## config.mk

```make
export PLATFORM = sky130hd
export DESIGN_NAME = fdl_buf_ctrl
export DESIGN_NICKNAME = d
export VERILOG_FILES = /design/src/rtl/fdl_pkg.sv /design/src/rtl/fdl_rx_asm.sv /design/src/rtl/fdl_abort_det.sv /design/src/rtl/fdl_tx_ser.sv /design/src/rtl/fdl_status.sv /design/src/rtl/fdl_buf_ctrl.sv
export SDC_FILE = /design/constraint.sdc
export NUM_CORES = 1
export LEC_CHECK = 0
export ABC_AREA = 1
export ABC_CLOCK_PERIOD_IN_PS = 1900
export CAP_MARGIN = 20
export CORE_ASPECT_RATIO = 0.6
export CORE_UTILIZATION = 25
export CTS_BUF_LIST = sky130_fd_sc_hd__clkbuf_4 sky130_fd_sc_hd__clkbuf_8 sky130_fd_sc_hd__clkbuf_16
export CTS_CLUSTER_SIZE = 8
export DETAILED_ROUTE_END_ITERATION = 6
export GPL_TIMING_DRIVEN = 0
export PLACE_DENSITY_LB_ADDON = 0.15
export SLEW_MARGIN = 10
export SYNTH_ARGS = -nofsm -noshare
export SYNTH_HDL_FRONTEND = slang
export SYNTH_SLANG_ARGS = --single-unit
```

## constraint.sdc

```tcl
create_clock -name clk -period 1.9 [get_ports clk]
set_input_delay 0.38 -clock clk [delete_from_list [all_inputs] [get_ports clk]]
set_output_delay 0.38 -clock clk [all_outputs]
set_load 0.005 [all_outputs]
```

## src/rtl/fdl_pkg.sv

```systemverilog
package fdl_pkg;
  localparam int STAT_W     = 5;
  localparam int ST_RX_FULL = 0;
  localparam int ST_TX_EMPT = 1;
  localparam int ST_MATCH   = 2;
  localparam int ST_ABORT   = 3;
  localparam int ST_TX_MF   = 4;

  typedef logic [STAT_W-1:0] stat_t;
endpackage

```

## src/rtl/fdl_rx_asm.sv

```systemverilog
module fdl_rx_asm #(
  parameter int W = 8
) (
  input  logic         clk,
  input  logic         rst_n,
  input  logic         strobe,
  input  logic         bit_in,
  input  logic [W-1:0] pat_a,
  input  logic [W-1:0] pat_b,
  output logic [W-1:0] held,
  output logic         full_evt,
  output logic         match_evt
);
  localparam int CW = (W > 1) ? $clog2(W) : 1;

  logic [W-1:0]  shreg;
  logic [CW-1:0] cnt;
  logic [W-1:0]  assembled;

  function automatic logic hits(input logic [W-1:0] b,
                                input logic [W-1:0] p0,
                                input logic [W-1:0] p1);
    return (b == p0) || (b == p1);
  endfunction

  assign assembled = {bit_in, shreg[W-1:1]};
  assign full_evt  = strobe && (cnt == CW'(W-1));
  assign match_evt = full_evt && hits(assembled, pat_a, pat_b);

  always_ff @(posedge clk) begin
    if (!rst_n) begin
      shreg <= '0;
      cnt   <= '0;
      held  <= '0;
    end else if (strobe) begin
      shreg <= assembled;
      if (full_evt) begin
        cnt  <= '0;
        held <= assembled;
      end else begin
        cnt <= cnt + CW'(1);
      end
    end
  end


  match_needs_full_chk: assert property (@(posedge clk) disable iff (!rst_n)
    match_evt |-> full_evt);


  held_stable_chk: assert property (@(posedge clk) disable iff (!rst_n)
    !strobe |=> $stable(held));
endmodule

```

## src/rtl/fdl_abort_det.sv

```systemverilog
module fdl_abort_det #(
  parameter int RUN = 8
) (
  input  logic clk,
  input  logic rst_n,
  input  logic strobe,
  input  logic bit_in,
  output logic abort_evt
);
  localparam int OW = $clog2(RUN + 1);

  logic [OW-1:0] ones;

  assign abort_evt = strobe && bit_in && (ones == OW'(RUN - 1));

  always_ff @(posedge clk) begin
    if (!rst_n) begin
      ones <= '0;
    end else if (strobe) begin
      if (!bit_in)
        ones <= '0;
      else if (ones != OW'(RUN))
        ones <= ones + OW'(1);
    end
  end


  abort_once_chk: assert property (@(posedge clk) disable iff (!rst_n)
    abort_evt |=> !abort_evt);
endmodule

```

## src/rtl/fdl_tx_ser.sv

```systemverilog
module fdl_tx_ser #(
  parameter int W = 8
) (
  input  logic         clk,
  input  logic         rst_n,
  input  logic         load,
  input  logic [W-1:0] load_byte,
  input  logic         strobe,
  output logic         bit_out,
  output logic         empty_evt
);
  localparam int RW = $clog2(W + 1);

  logic [W-1:0]  shreg;
  logic [RW-1:0] rem;
  logic          busy;

  assign busy      = (rem != '0);
  assign bit_out   = busy ? shreg[0] : 1'b1;
  assign empty_evt = !load && strobe && (rem == RW'(1));

  always_ff @(posedge clk) begin
    if (!rst_n) begin
      shreg <= '0;
      rem   <= '0;
    end else if (load) begin
      shreg <= load_byte;
      rem   <= RW'(W);
    end else if (strobe && busy) begin
      shreg <= {1'b1, shreg[W-1:1]};
      rem   <= rem - RW'(1);
    end
  end


  idle_after_empty_chk: assert property (@(posedge clk) disable iff (!rst_n)
    (empty_evt && !load) |=> bit_out);
endmodule

```

## src/rtl/fdl_status.sv

```systemverilog
module fdl_status #(
  parameter int N = 5
) (
  input  logic         clk,
  input  logic         rst_n,
  input  logic [N-1:0] set,
  input  logic [N-1:0] clr,
  output logic [N-1:0] stat
);
  for (genvar i = 0; i < N; i++) begin : g_bit
    always_ff @(posedge clk) begin
      if (!rst_n)
        stat[i] <= 1'b0;
      else if (set[i])
        stat[i] <= 1'b1;
      else if (clr[i])
        stat[i] <= 1'b0;
    end


    sticky_hold_chk: assert property (@(posedge clk) disable iff (!rst_n)
      (stat[i] && !clr[i]) |=> stat[i]);


    set_wins_chk: assert property (@(posedge clk) disable iff (!rst_n)
      (set[i] && clr[i]) |=> stat[i]);
  end
endmodule

```

## src/rtl/fdl_buf_ctrl.sv

```systemverilog
module fdl_buf_ctrl
  import fdl_pkg::*;
#(
  parameter int BYTE_W  = 8,
  parameter int ABORT_N = 8
) (
  input  logic              clk,
  input  logic              rst_n,
  input  logic              rx_strobe,
  input  logic              rx_bit,
  input  logic [BYTE_W-1:0] match_a,
  input  logic [BYTE_W-1:0] match_b,
  output logic [BYTE_W-1:0] rx_byte,
  input  logic              tx_strobe,
  input  logic              tx_load,
  input  logic [BYTE_W-1:0] tx_data,
  output logic              tx_bit,
  input  logic              tx_mframe,
  input  logic [STAT_W-1:0] stat_clr,
  output logic [STAT_W-1:0] stat
);
  logic  rx_full_evt;
  logic  rx_match_evt;
  logic  rx_abort_evt;
  logic  tx_empty_evt;
  stat_t set_vec;

  fdl_rx_asm #(.W(BYTE_W)) u_rx (
    .clk(clk), .rst_n(rst_n), .strobe(rx_strobe), .bit_in(rx_bit),
    .pat_a(match_a), .pat_b(match_b), .held(rx_byte),
    .full_evt(rx_full_evt), .match_evt(rx_match_evt)
  );

  fdl_abort_det #(.RUN(ABORT_N)) u_abort (
    .clk(clk), .rst_n(rst_n), .strobe(rx_strobe), .bit_in(rx_bit),
    .abort_evt(rx_abort_evt)
  );

  fdl_tx_ser #(.W(BYTE_W)) u_tx (
    .clk(clk), .rst_n(rst_n), .load(tx_load), .load_byte(tx_data),
    .strobe(tx_strobe), .bit_out(tx_bit), .empty_evt(tx_empty_evt)
  );

  always_comb begin
    set_vec             = '0;
    set_vec[ST_RX_FULL] = rx_full_evt;
    set_vec[ST_TX_EMPT] = tx_empty_evt;
    set_vec[ST_MATCH]   = rx_match_evt;
    set_vec[ST_ABORT]   = rx_abort_evt;
    set_vec[ST_TX_MF]   = tx_mframe;
  end

  fdl_status #(.N(STAT_W)) u_stat (
    .clk(clk), .rst_n(rst_n), .set(set_vec), .clr(stat_clr), .stat(stat)
  );


  full_flags_chk: assert property (@(posedge clk) disable iff (!rst_n)
    rx_full_evt |=> stat[ST_RX_FULL]);


  mframe_flag_chk: assert property (@(posedge clk) disable iff (!rst_n)
    tx_mframe |=> stat[ST_TX_MF]);
endmodule

```

## After elaboration in Yosys (flattened, before gate mapping)

Index checks and enable logic that the tools add are counted.

| word-level totals | value |
|---|---|
| register bits | 40 |
| output and inout port bits | 14 |
| logic and storage cells | 60 |

| operators by class | value |
|---|---|
| add/subtract/negate cells | 3 |
| equal/unequal tests | 7 |
| multiplexer cells | 18 |
| bitwise gates (word level) | 1 |
| reduce and logical (&&, ||, !) cells | 19 |

Operator list:

| kind | number |
|---|---|
| == test 8 bit | 2 |
| two-way mux 4 bit | 4 |
| two-way mux 8 bit | 2 |
| nonzero test 2 bit | 6 |
| two-way mux 1 bit | 11 |
| logical AND 1 bit | 7 |
| adder 4 x 1 -> 4 bit, second input constant | 1 |
| == test 4 x 1 -> 1 bit, second input constant | 1 |
| == test 4 x 3 -> 1 bit, second input constant | 1 |
| inequality test 4 bit, second input constant | 1 |
| AND reduction 2 bit | 2 |
| nonzero test 4 bit | 1 |
| subtractor 4 x 1 -> 4 bit, second input constant | 1 |
| adder 3 x 1 -> 3 bit, second input constant | 1 |
| == test 3 bit, second input constant | 1 |
| two-way mux 3 bit | 1 |
| inequality test 2 x 1 -> 1 bit, second input constant | 1 |
| OR reduction 2 bit | 1 |
| zero test 1 bit | 1 |
| logical OR 1 bit | 1 |
| NOT 1 bit | 1 |

## Logic depth before layout (Yosys ltp)

| depth | value |
|---|---|
| depth in word-level cells | 4 |
| depth in mapped cells | 10 |

## Cells and area by module

Synthesis repeated with hierarchy kept, for this count alone.

| second synthesis, totals | value |
|---|---|
| cells, all modules | 287 |
| area total of the unflattened synthesis | 1995.7 um2 |

By module, submodules not included:

| module | times used | cells each | area each (um2) | sequential area each (um2) |
|---|---|---|---|---|
| fdl_rx_asm | 1 | 124 | 909.6 | 360.3 |
| fdl_tx_ser | 1 | 97 | 640.6 | 240.2 |
| fdl_abort_det | 1 | 40 | 260.2 | 80.1 |
| fdl_status | 1 | 26 | 185.2 | 100.1 |

## Least setup slack after synthesis

OpenSTA, ideal clock, no wires.

| path | value |
|---|---|
| path type | register to register |
| from | register u_rx.cnt[0] |
| to | register u_rx.held[6] |
| library setup time | 0.134 ns |
| data arrival time | 1.098 ns |
| required time | 1.766 ns |
| slack | 0.668 ns |
| stages on the path, launching flop included | 8 |
| period minus slack after synthesis | 1.232 ns |
| path through | dfxtp_1 -> ha_1 -> ha_1 -> nand2_4 -> inv_1 -> buf_6 -> nor2_1 -> a211oi_1 |

| between the ends | value |
|---|---|
| cells in the longest elaborated chain, start to end | 3 |

Ends and longest elaborated chain:

| item | line | text |
|---|---|---|
| from (decl) | fdl_rx_asm.sv:17 | `logic [CW-1:0] cnt;` |
| from (signal assigned) | fdl_rx_asm.sv:41 | `cnt <= cnt + CW'(1);` |
| == test 3 bit | fdl_rx_asm.sv:27 | `assign full_evt = strobe && (cnt == CW'(W-1));` |
| logical AND 1 bit | fdl_rx_asm.sv:27 |  |
| AND reduction 2 bit (no line) | - |  |
| to (signal assigned) | fdl_rx_asm.sv:39 | `held <= assembled;` |
| to (decl) | fdl_rx_asm.sv:10 | `output logic [W-1:0] held,` |

Every way passes these cells.
A chain may end at the register's enable or synchronous reset.

## Worst setup path after layout

| path | value |
|---|---|
| from | register u_tx.rem[1] |
| to | output tx_bit |

| between the ends | value |
|---|---|
| cells in the longest elaborated chain, start to end | 2 |

Ends and longest elaborated chain:

| item | line | text |
|---|---|---|
| from (decl) | fdl_tx_ser.sv:15 | `logic [RW-1:0] rem;` |
| from (signal assigned) | fdl_tx_ser.sv:28 | `rem <= RW'(W);` |
| from (signal assigned) | fdl_tx_ser.sv:31 | `rem <= rem - RW'(1);` |
| nonzero test 4 bit | fdl_tx_ser.sv:18 | `assign busy = (rem != '0);` |
| two-way mux 1 bit | fdl_tx_ser.sv:19 | `assign bit_out = busy ? shreg[0] : 1'b1;` |
| to (decl) | fdl_buf_ctrl.sv:17 | `output logic tx_bit,` |

Every way passes these cells.

==> results.cfg <==
[layout]
antenna_fix_cells = 0
design.final.nets = 348
summed_area_of_non_filler_cells_in_the_final_layout_sq_mm = 0.002645
area_growth_syn_to_layout_pct = 38.99
layout-drive-gt1-share_pct = 10.78

[timing]
post_route_setup_tns_ns = 0
worst_slew_pin_slew_ns = 0.5505
final_period_minus_worst_setup_slack_ns = 1.565
setup-violations-final = 0
layout_worst_path_cycle_share_pct = 82.35
finalHoldViolations = 0
rsz0062_at_grt = no
fmax_mhz = 639.1
timing.slew.headroom_pct = 63.30
clock_skew_ns = 0.002440
report.final.slew_viol_count = 0

[synthesis]
synth.yosys.warnings = 0
ranking_of_synthesized_cells_by_area = dfxtp_1 41%, nand2_1 11%, inv_1 6.3%
post_synth_edffs = 0
synth_nets = 294
avgSynthCellArea_sq_um = 7.582
synth-seq-cells = 39
synthCells = 251
synth-async-reset-ratio_pct = 0
synth-main-ff-cell = dfxtp_1
post_synth_instance_area_sq_mm = 0.001903
synth_cell_type_count = 29
synth_area_leader_cell = dfxtp_1
post-synth-top-area-fraction_pct = 41.03
seq_area_frac_synth_pct = 41.03

[detailed_routing]
routed_wire_length_per_instance_um = 11.13
vias_per_cell = 4.127
totalWireLength_um = 4562
ant_nets = 0
detailedRoute.firstPassIterationCount = 4
drt_drc_violations_left = 0
vias = 1692
drtIter0Drc = 91

[floorplanning]
io_pins = 50
initial_core_util_pct = 25.97
die_y_um = 69.58
placeableCoreArea_sq_mm = 0.007327
floorplan.rows = 24
die_w_um = 114.6
fp.dieArea_sq_mm = 0.007976

[power]
power.leakage_nw = 1.073
total_power_draw_mw = 1.969
max-vdd-ir-drop_uv = 279.2
power.density_cell_area_mw_per_mm2 = 744.5

[hold_path]
worstHoldStart = rx_bit
hold_path_class = in2reg
whs_endpoint = u_rx.held[7]
worstHoldPathCells = 3

[setup_path]
critical_path_required_ns = 1.52
critical_path.reg2reg.startpoint = u_rx.cnt[0]
reg2reg_slack_ns = 0.52
crit_path_capture_type = output port
timing.critical_path.from_type = flop
crit_path_cell_trace = inv_2 -> ha_1 -> nand2_2 -> nand2_1 -> dlymetal6s2s_1
critPathMaxFanout = 3
critical_path.max_stage_delay_ns = 0.36
worst_r2r_endpoint = u_stat.stat[2]
r2r_depth = 7
critical_path_class = reg2out
cp_data_arrival_time_ns = 1.18
timing.critical_path.buf_inv = 2
crit_slowest_cell = dfxtp_1
critPathTopFamily = flip-flops

[clocking]
clockBufferDepth = 2
clock_sink_count = 39
clock_tree.htree_level_count = 2
clk_pin_slew_ns = 0.06
root_buffer = clkbuf_16
cts-buffers-inserted = 5
cts-hold-fix-buffers = 0
tritoncts = done
worst_skew_pair.late_latency_ns = 0.28

[placed_design]
io_buffer_count = 46
place.detailed.hpwl_um = 3513
gp_routability_congestion = 0.7763
post_dp_cell_area_sq_mm = 0.002494

[grt]
antenna_found_initial = 0
grt_first_pass_wirelength_um = 7569
grt_overflow = 0
maximum_number_of_pins_on_one_net_before_global_route_repair = 13
vias_in_the_first_global_route = 1584
grt_util_all_layers_pct = 12.40

[run_status]
run_status = finished clean

[run]
timing.max_cap.violations = 0
==> routing by layer <==
metal / vias up / wire [um] / track usage (%)
li1: 917 / - / -
met1: 737 / 2625 / 18.82
met2: 31 / 1666 / 16.36
met3: 7 / 213 / 3.671
met4: 0 / 56 / 3.896
met5: - / 0 / 0
==> area by class of cell <==
type                    count  area (sq um)
flip-flops and latches     39         782.0
clock inverters             3         15.01
fillers                   819          4682
inverters                  36         135.1
clock buffers               5         125.1
multi-input cells         167         924.6
well taps                 104         130.1
plain buffers               9         62.56
repair buffers             47         470.5
==> synthesized netlist by cell type, types with 2 or more instances <==
master and count:
clkbuf_1 3, dfxtp_1 39, xnor2_1 11, nor2_1 19, a211oi_1 5, inv_2 4
a21oi_1 18, nand2_2 3, inv_1 32, o21ai_0 13, nand2_4 2, a21oi_2 2
buf_6 3, nand2_1 57, nand3_1 14, buf_2 2, a31oi_1 6, ha_1 7
==> through the flow <==
step,hold WS (ns),util [%],setup WS [ns],cells
finish,0.3853,36.10,0.3353,410
global route,0.3925,36.10,0.2490,410
CTS,0.3809,35.96,0.002079,409
detailed placement,0.4617,34.03,0.06134,401
global placement,0.4586,34.03,0.05347,401
floorplan,0.4464,-,0.6676,251
==> state kept, by name, indices dropped and copies added, names as in the netlist <==
signal and count:
u_rx.cnt 3, u_tx.rem 4, u_stat.stat 5, u_rx.shreg 7
u_tx.shreg 8, u_rx.held 8, u_abort.ones 4
==> worst register-to-register path: stages, from the launching register on <==
cell     delay [ns]
dfxtp_1        0.32
ha_1           0.19
ha_1           0.22
nand2_4        0.11
inv_1          0.10
buf_6          0.16
nand2_1        0.10
a21oi_2        0.05
==> how the worst max path moves through the flow <==
stage | depth (start not counted) | startpoint | to | slack [ns]
6_report | 5 | u_tx.rem[1] | tx_bit | 0.34
4_1_cts | 5 | u_tx.rem[1] | tx_bit | 0.002
3_3_place_gp | 4 | rst_n | u_tx.shreg[2] | 0.05
3_5_place_dp | 4 | rst_n | u_tx.shreg[2] | 0.06
5_1_grt | 4 | rst_n | u_stat.stat[1] | 0.25
2_1_floorplan | 7 | u_rx.cnt[0] | u_rx.held[6] | 0.67
==> what timing repair did <==
action                                 CTS  global route
buffers inserted                         0             1
setup endpoints to repair                1             1
resized for setup                        2             2
endpoints found under the hold margin    0             0
==> power by group <==
group          switching, mW  internal, mW
combinational          0.139         0.145
sequential            0.0261         0.853
clock                  0.327         0.479
==> kinds of logic after synthesis <==
logic type	Yosys count	synth area share [%]
AOI/OAI and AO/OA	49	15.32
and+or+nand+nor	99	23.14
buffers and inverters	45	10.39
adders and majority gates	7	4.602
DFF	39	41.03
xor gates and xnor gates	12	5.523
==> cells in the final DEF (no fill, tap or decap), types with 2 or more instances in the layout <==
master	Yosys	routed
buf_2	2	2
clkdlybuf4s50_1	0	45
clkbuf_16	0	5
a21oi_1	18	18
nor2_1	19	19
buf_4	1	2
a211oi_1	5	5
nand2_4	2	2
xnor2_1	11	11
dfxtp_1	39	38
inv_2	4	6
clkinv_2	0	3
ha_1	7	7
a21oi_2	2	2
a31oi_1	6	6
nand2_2	3	3
inv_1	32	30
clkbuf_1	3	3
nand3_1	14	14
buf_6	3	3
o21ai_0	13	13
nand2_1	57	57
Note: power is estimated with default switching activity, not from simulation.
